<file path="src/rtl/ldfmt_pkg.sv">
package ldfmt_pkg;

  typedef enum logic [1:0] {
    OP_LOAD  = 2'b00,
    OP_IMM   = 2'b01,
    OP_STORE = 2'b10,
    OP_IDLE  = 2'b11
  } fmt_op_e;

  typedef enum logic [1:0] {
    SZ_BYTE = 2'b00,
    SZ_HALF = 2'b01,
    SZ_WORD = 2'b10,
    SZ_RSVD = 2'b11
  } fmt_size_e;

  // number of byte lanes a size code covers, full width for the two top codes
  function automatic int unsigned size_lanes(fmt_size_e sz, int unsigned nlanes);
    case (sz)
      SZ_BYTE: size_lanes = 1;
      SZ_HALF: size_lanes = 2;
      default: size_lanes = nlanes;
    endcase
  endfunction

endpackage

</file>
<file path="src/rtl/ldfmt_extend.sv">
module ldfmt_extend
  import ldfmt_pkg::*;
#(
  parameter int DATA_W = 32,
  parameter int BYTE_W = 8
) (
  input  logic              clk,
  input  logic              rst_n,
  input  logic [DATA_W-1:0] src,
  input  fmt_size_e         size,
  input  logic              sgn,
  output logic [DATA_W-1:0] res
);
  localparam int NLANES = DATA_W / BYTE_W;

  // keep nbits of v, fill the rest with zero or the field's top bit
  function automatic logic [DATA_W-1:0] trim_extend(logic [DATA_W-1:0] v,
                                                    int unsigned nbits, logic s);
    logic [DATA_W-1:0] r;
    logic fill;
    fill = s & v[nbits-1];
    for (int i = 0; i < DATA_W; i++) begin
      r[i] = (i < nbits) ? v[i] : fill;
    end
    return r;
  endfunction

  int unsigned field_bits;
  logic        narrow;
  logic        fill_bit;

  always_comb begin
    field_bits = size_lanes(size, NLANES) * BYTE_W;
    narrow     = (field_bits < DATA_W);
    fill_bit   = sgn & src[field_bits-1];
    res        = trim_extend(src, field_bits, sgn);
  end

  AST_UNSIGNED_TOP_CLEAR: assert property (@(posedge clk) disable iff (!rst_n)
    (narrow && !sgn) |-> (res[DATA_W-1] == 1'b0));

  AST_SIGNED_TOP_FILL: assert property (@(posedge clk) disable iff (!rst_n)
    (narrow && sgn) |-> (res[DATA_W-1] == src[field_bits-1]));

  AST_FULL_PASSTHRU: assert property (@(posedge clk) disable iff (!rst_n)
    (!narrow) |-> (res == src));

endmodule

</file>
<file path="src/rtl/ldfmt_imm.sv">
module ldfmt_imm #(
  parameter int DATA_W = 32
) (
  input  logic                clk,
  input  logic                rst_n,
  input  logic [DATA_W/2-1:0] imm,
  input  logic                hi,
  input  logic [DATA_W-1:0]   old,
  output logic [DATA_W-1:0]   res
);
  localparam int HALF_W = DATA_W / 2;

  function automatic logic [DATA_W-1:0] place_half(logic [HALF_W-1:0] v, logic upper,
                                                   logic [DATA_W-1:0] prev);
    if (upper) return {v, prev[HALF_W-1:0]};
    return {{HALF_W{1'b0}}, v};
  endfunction

  always_comb res = place_half(imm, hi, old);

  AST_HI_KEEPS_LOW: assert property (@(posedge clk) disable iff (!rst_n)
    hi |-> (res[HALF_W-1:0] == old[HALF_W-1:0]));

  AST_LO_CLEARS_HIGH: assert property (@(posedge clk) disable iff (!rst_n)
    !hi |-> (res[DATA_W-1:HALF_W] == '0));

endmodule

</file>
<file path="src/rtl/ldfmt_store.sv">
module ldfmt_store
  import ldfmt_pkg::*;
#(
  parameter int DATA_W = 32,
  parameter int BYTE_W = 8
) (
  input  logic                     clk,
  input  logic                     rst_n,
  input  logic [DATA_W-1:0]        src,
  input  fmt_size_e                size,
  output logic [DATA_W-1:0]        lanes,
  output logic [DATA_W/BYTE_W-1:0] be
);
  localparam int NLANES = DATA_W / BYTE_W;

  // byte of v that lands in lane k when n lanes are written, high byte first
  function automatic logic [BYTE_W-1:0] lane_byte(logic [DATA_W-1:0] v,
                                                  int unsigned n, int unsigned k);
    if (k >= n) return '0;
    return v[(n-1-k)*BYTE_W +: BYTE_W];
  endfunction

  int unsigned nwrite;
  always_comb nwrite = size_lanes(size, NLANES);

  for (genvar k = 0; k < NLANES; k++) begin : g_lane
    // lane k sits at the top of the bus for k = 0 (big-endian)
    always_comb begin
      lanes[DATA_W-1-k*BYTE_W -: BYTE_W] = lane_byte(src, nwrite, k);
      be[k] = (k < nwrite);
    end
  end

  AST_BE_CONTIGUOUS: assert property (@(posedge clk) disable iff (!rst_n)
    (be[0] && ((be & (be + 1'b1)) == '0)));

  AST_BE_COUNT: assert property (@(posedge clk) disable iff (!rst_n)
    ($countones(be) == nwrite));

  AST_LAST_LANE_LOW_BYTE: assert property (@(posedge clk) disable iff (!rst_n)
    (lanes[DATA_W-1-(nwrite-1)*BYTE_W -: BYTE_W] == src[BYTE_W-1:0]));

endmodule

</file>
<file path="src/rtl/ldst_fmt.sv">
module ldst_fmt
  import ldfmt_pkg::*;
#(
  parameter int DATA_W = 32,
  parameter int BYTE_W = 8
) (
  input  logic                     clk,
  input  logic                     rst_n,
  input  logic                     in_valid,
  input  logic [1:0]               in_op,
  input  logic [1:0]               in_size,
  input  logic                     in_signed,
  input  logic                     in_imm_hi,
  input  logic [DATA_W/2-1:0]      in_imm,
  input  logic [DATA_W-1:0]        in_src,
  input  logic [DATA_W-1:0]        in_dest_old,
  output logic                     wb_valid,
  output logic [DATA_W-1:0]        wb_data,
  output logic                     st_valid,
  output logic [DATA_W-1:0]        st_data,
  output logic [DATA_W/BYTE_W-1:0] st_be
);
  localparam int NLANES = DATA_W / BYTE_W;
  localparam int HALF_W = DATA_W / 2;

  fmt_op_e   op;
  fmt_size_e sz;
  always_comb begin
    op = fmt_op_e'(in_op);
    sz = fmt_size_e'(in_size);
  end

  // named request events
  logic req_load, req_imm, req_store, req_wb;
  always_comb begin
    req_load  = in_valid && (op == OP_LOAD);
    req_imm   = in_valid && (op == OP_IMM);
    req_store = in_valid && (op == OP_STORE);
    req_wb    = req_load || req_imm;
  end

  logic [DATA_W-1:0] ext_res, imm_res, st_lanes;
  logic [NLANES-1:0] st_mask;

  ldfmt_extend #(.DATA_W(DATA_W), .BYTE_W(BYTE_W)) u_extend (
    .clk(clk), .rst_n(rst_n), .src(in_src), .size(sz), .sgn(in_signed), .res(ext_res)
  );

  ldfmt_imm #(.DATA_W(DATA_W)) u_imm (
    .clk(clk), .rst_n(rst_n), .imm(in_imm), .hi(in_imm_hi), .old(in_dest_old),
    .res(imm_res)
  );

  ldfmt_store #(.DATA_W(DATA_W), .BYTE_W(BYTE_W)) u_store (
    .clk(clk), .rst_n(rst_n), .src(in_src), .size(sz), .lanes(st_lanes), .be(st_mask)
  );

  logic [DATA_W-1:0] wb_next;
  always_comb wb_next = req_imm ? imm_res : ext_res;

  always_ff @(posedge clk or negedge rst_n) begin
    if (!rst_n) begin
      wb_valid <= 1'b0;
      wb_data  <= '0;
      st_valid <= 1'b0;
      st_data  <= '0;
      st_be    <= '0;
    end else begin
      wb_valid <= req_wb;
      st_valid <= req_store;
      st_be    <= req_store ? st_mask : '0;
      if (req_wb)    wb_data <= wb_next;
      if (req_store) st_data <= st_lanes;
    end
  end

  AST_ONE_RESULT_KIND: assert property (@(posedge clk) disable iff (!rst_n)
    !(wb_valid && st_valid));

  AST_IDLE_NO_ENABLE: assert property (@(posedge clk) disable iff (!rst_n)
    !st_valid |-> (st_be == '0));

  AST_STORE_LATENCY: assert property (@(posedge clk) disable iff (!rst_n)
    (in_valid && in_op == 2'b10) |=> (st_valid && st_be[0]));

  AST_IMM_HI_RESULT: assert property (@(posedge clk) disable iff (!rst_n)
    (in_valid && in_op == 2'b01 && in_imm_hi) |=>
      (wb_data == {$past(in_imm), $past(in_dest_old[HALF_W-1:0])}));

  AST_BYTE_SIGNED_LOAD: assert property (@(posedge clk) disable iff (!rst_n)
    (in_valid && in_op == 2'b00 && in_size == 2'b00 && in_signed) |=>
      (wb_data == {{(DATA_W-BYTE_W){$past(in_src[BYTE_W-1])}}, $past(in_src[BYTE_W-1:0])}));

  AST_RSVD_SIZE_FULL: assert property (@(posedge clk) disable iff (!rst_n)
    (in_valid && in_op == 2'b10 && in_size == 2'b11) |=> (st_be == '1));

endmodule

</file>
<file path="config.mk">
export PLATFORM = sky130hd
export DESIGN_NAME = ldst_fmt
export DESIGN_NICKNAME = d
export VERILOG_FILES = /design/src/rtl/ldfmt_pkg.sv /design/src/rtl/ldfmt_extend.sv /design/src/rtl/ldfmt_imm.sv /design/src/rtl/ldfmt_store.sv /design/src/rtl/ldst_fmt.sv
export SDC_FILE = /design/constraint.sdc
export NUM_CORES = 1
export LEC_CHECK = 0
export BUFFER_PORTS_ARGS = -buffer_cell sky130_fd_sc_hd__buf_2
export CORE_MARGIN = 2
export CORE_UTILIZATION = 51
export DETAILED_ROUTE_END_ITERATION = 8
export GPL_TIMING_DRIVEN = 0
export PLACE_DENSITY = 0.95
export SYNTH_ARGS = -nofsm -noshare
export SYNTH_HDL_FRONTEND = slang
export SYNTH_SLANG_ARGS = --single-unit
</file>
<file path="constraint.sdc">
create_clock -name clk -period 2.25 [get_ports clk]
set_clock_uncertainty 0.2 [all_clocks]
set_input_delay 0.1125 -clock clk [delete_from_list [all_inputs] [get_ports clk]]
set_output_delay 0.1125 -clock clk [all_outputs]
set_load 0.03 [all_outputs]
</file>
==> results_dict.tcl <==
set metrics [dict create \
    drc 0 \
    synth_most_common_cell "dfrtp_1" \
    ctsLongestPathBuffers 2 \
    maxSlewViolCount 0 \
    cellLeakagePower_nw 2.62 \
    syn_inst 370 \
    fp.dieArea_um2 7680 \
    hp-class "primary input to flop" \
    synth-main-ff-cell "dfrtp_1" \
    area_growth_syn_to_layout_pct 44.8 \
    path_clk_slew_ns 0.08 \
    cp.required_ns 2.27 \
    async_reset_ff_frac 1.00 \
    tightest_slew_ns 0.890 \
    clkLatencyLatePin_ns 0.35 \
    worstSetupPathType "primary input to flop" \
    yosysWarnings 0 \
    rows 30 \
    start_kind "primary input" \
    endpoint_kind "flop" \
    ant_nets 0 \
    globalplace.congestion 0.957 \
    grt_overflow_total 0 \
    hold_ws_ns -0.00261 \
    route.vias.total 4191 \
    cts_tree "yes" \
    finalCritPeriodShare 0.957 \
    dpl.hpwl_mm 8.98 \
    crit_path_max_fanout 10 \
    synth_area_um2 3570 \
    max_freq_ghz 0.464 \
    grt_max_degree 71 \
    setup-violations-final 0 \
    portBuffers 141 \
    die_w_um 87.6 \
    cts-htree-levels 3 \
    drt-pass1-iter-count 6 \
    cp_num_buf_inv 5 \
    yosysSeqAreaShare 0.491 \
    synth_largest_area_cell "dfrtp_1" \
    place_area_um2 4400 \
    final.setup.tns_ns 0 \
    hold_viol_final 1 \
    final_util 0.760 \
    viasPerCell 6.18 \
    critPathMaxStageDelay_ns 0.37 \
    ctsRootBufferMaster "clkbuf_8" \
    path_delay_family "buffers and inverters" \
    antenna_found_initial 0 \
    drive_gt1_frac 0.316 \
    final_cell_area_um2 5170 \
    ys_types 31 \
    final_nets 669 \
    cp.arrival_ns 2.18 \
    rsz0062_at_grt "no" \
    fin_crit_ns 2.15 \
    drtIter0Drc 691 \
    synth_top_cell_area_share 0.491 \
    power_density_nw_per_um2 742 \
    crit_chain "buf_2, buf_6, nor2b_1, clkbuf_2, inv_1, ha_1, buf_4, mux4_2, a31oi_4, a21oi_1" \
    status "complete, but fails checks" \
    antenna_cells 0 \
    synth_common_cells "70 x dfrtp_1, 48 x a21oi_1, 42 x nor2_1" \
    cts.sinks 70 \
    critPathSlowestCell "a31oi_4" \
    ys_ff_latch 70 \
    drt_wl_total_mm 14.0 \
    synth_top_cells_by_area "dfrtp_1 49%, mux2i_1 10%, a21oi_1 6.7%" \
    syn_area_per_cell_um2 9.64 \
    grt_pass1_vias 4117 \
    violations "hold timing" \
    coreArea_um2 6790 \
    numCtsBuffers 9 \
    synth_edf_count 0 \
    syn-num-nets 461 \
    maxCapViolCount 0 \
    track_usage 0.373 \
    io_pins 159 \
    start_util 0.525 \
    ir_worst_vdd_uv 452 \
    die_h_um 87.6 \
    grt_pass1_wl_mm 21.4 \
    relSlewSlack 0.406 \
    wire_per_inst_um 20.6 \
]
-- worst reg2reg max path, stage by stage, from the launching register on --
cell	delay [ns]
dfrtp_1	0.41
o22ai_1	0.23
a21oi_1	0.07
-- cells by family after synthesis --
family                   share of synthesized area
flip-flops                                   0.491
adder cells (fa/ha/maj)                    0.00701
AO/OA/AOI/OAI                                0.201
buffers and inverters                       0.0414
AND/OR/NAND/NOR                              0.124
multiplexers                                 0.135
-- layout by cell type, fill, tap and decap left out --
cell type | Yosys | routed
clkinvlp_4 | 0 | 1
o211a_1 | 1 | 1
nand3_2 | 1 | 1
clkinv_1 | 1 | 1
buf_6 | 1 | 1
clkinv_2 | 0 | 2
a21oi_1 | 48 | 48
nor3_1 | 1 | 1
clkbuf_1 | 15 | 14
inv_2 | 2 | 2
buf_4 | 2 | 4
a22o_1 | 8 | 8
nor2_4 | 1 | 1
nor2b_1 | 1 | 1
mux2_2 | 8 | 8
a21boi_0 | 1 | 1
nand2_1 | 36 | 36
and3_1 | 8 | 8
ha_1 | 2 | 2
dlygate4sd3_1 | 0 | 55
a311oi_4 | 0 | 1
inv_1 | 5 | 5
a31oi_4 | 1 | 1
o21ai_0 | 26 | 26
mux2i_1 | 37 | 37
mux4_2 | 1 | 1
dfrtp_1 | 70 | 70
nand2b_1 | 10 | 10
a221oi_1 | 8 | 8
clkbuf_2 | 0 | 2
bufinv_16 | 0 | 1
nor2_1 | 42 | 41
o22ai_1 | 16 | 16
buf_2 | 7 | 147
nor2_2 | 0 | 1
clkbuf_8 | 0 | 10
nand3_1 | 1 | 1
a211oi_1 | 8 | 8
-- state kept, by name, summed over array words and instances, names as in the netlist --
signal    cells
st_data      32
wb_data      32
st_be         4
st_valid      1
wb_valid      1
-- layer usage --
metal | track usage | share of wire | vias up
li1 | - | - | 1747
met1 | 0.448 | 0.35 | 1915
met2 | 0.586 | 0.46 | 412
met3 | 0.115 | 0.12 | 117
met4 | 0.229 | 0.071 | 0
met5 | 0 | 0 | -
-- cell type report --
type / count / area, µm²
flip-flops and latches: 70 / 1750
multi-input cells: 267 / 1690
clock buffers: 11 / 141
inverters: 8 / 30.0
well taps: 96 / 120
fillers: 454 / 1630
clock inverters: 4 / 47.5
plain buffers: 25 / 120
repair buffers: 197 / 1270
-- where the power goes --
| part | switching (mW) | internal [mW] | total (mW) |
|---|---|---|---|
| Sequential | 0.109 | 1.44 | 1.55 |
| Combinational | 0.844 | 0.432 | 1.28 |
| Clock | 0.480 | 0.533 | 1.01 |
| Total | 1.43 | 2.40 | 3.84 |
-- worst paths after layout --
check | slack [ns] | to | depth (start not counted) | start
setup / recovery | 0.1 | wb_data[30] | 10 | in_size[0]
hold / removal | -0.003 | wb_data[10] | 4 | in_imm[10]
setup reg to reg | 1.22 | wb_data[9] | 2 | wb_data[9]
hold reg to reg | 0.28 | st_data[10] | 2 | st_data[10]
max in group asynchronous | 1.05 | wb_data[25] | 2 | rst_n
min in group asynchronous | 0.23 | wb_data[2] | 2 | rst_n
-- per-stage QoR --
step	setup WS [ns]	power, mW	cells
final	0.0960	3.84	678
after global routing	0.00824	3.96	678
after CTS	0.117	3.76	677
after detailed placement	-0.481	2.70	607
after global placement	-0.418	2.66	607
after floorplan	0.0787	2.28	370
-- what timing repair did --
action                                  CTS  global route
pin swaps                                 1             1
setup buffers                             1             0
cloned                                    0             0
hold buffers                             54             1
endpoints found under the setup margin   13            16
endpoints found under the hold margin   124             1
gates resized for setup                   2             3
Power figures use the tool's default switching activity.
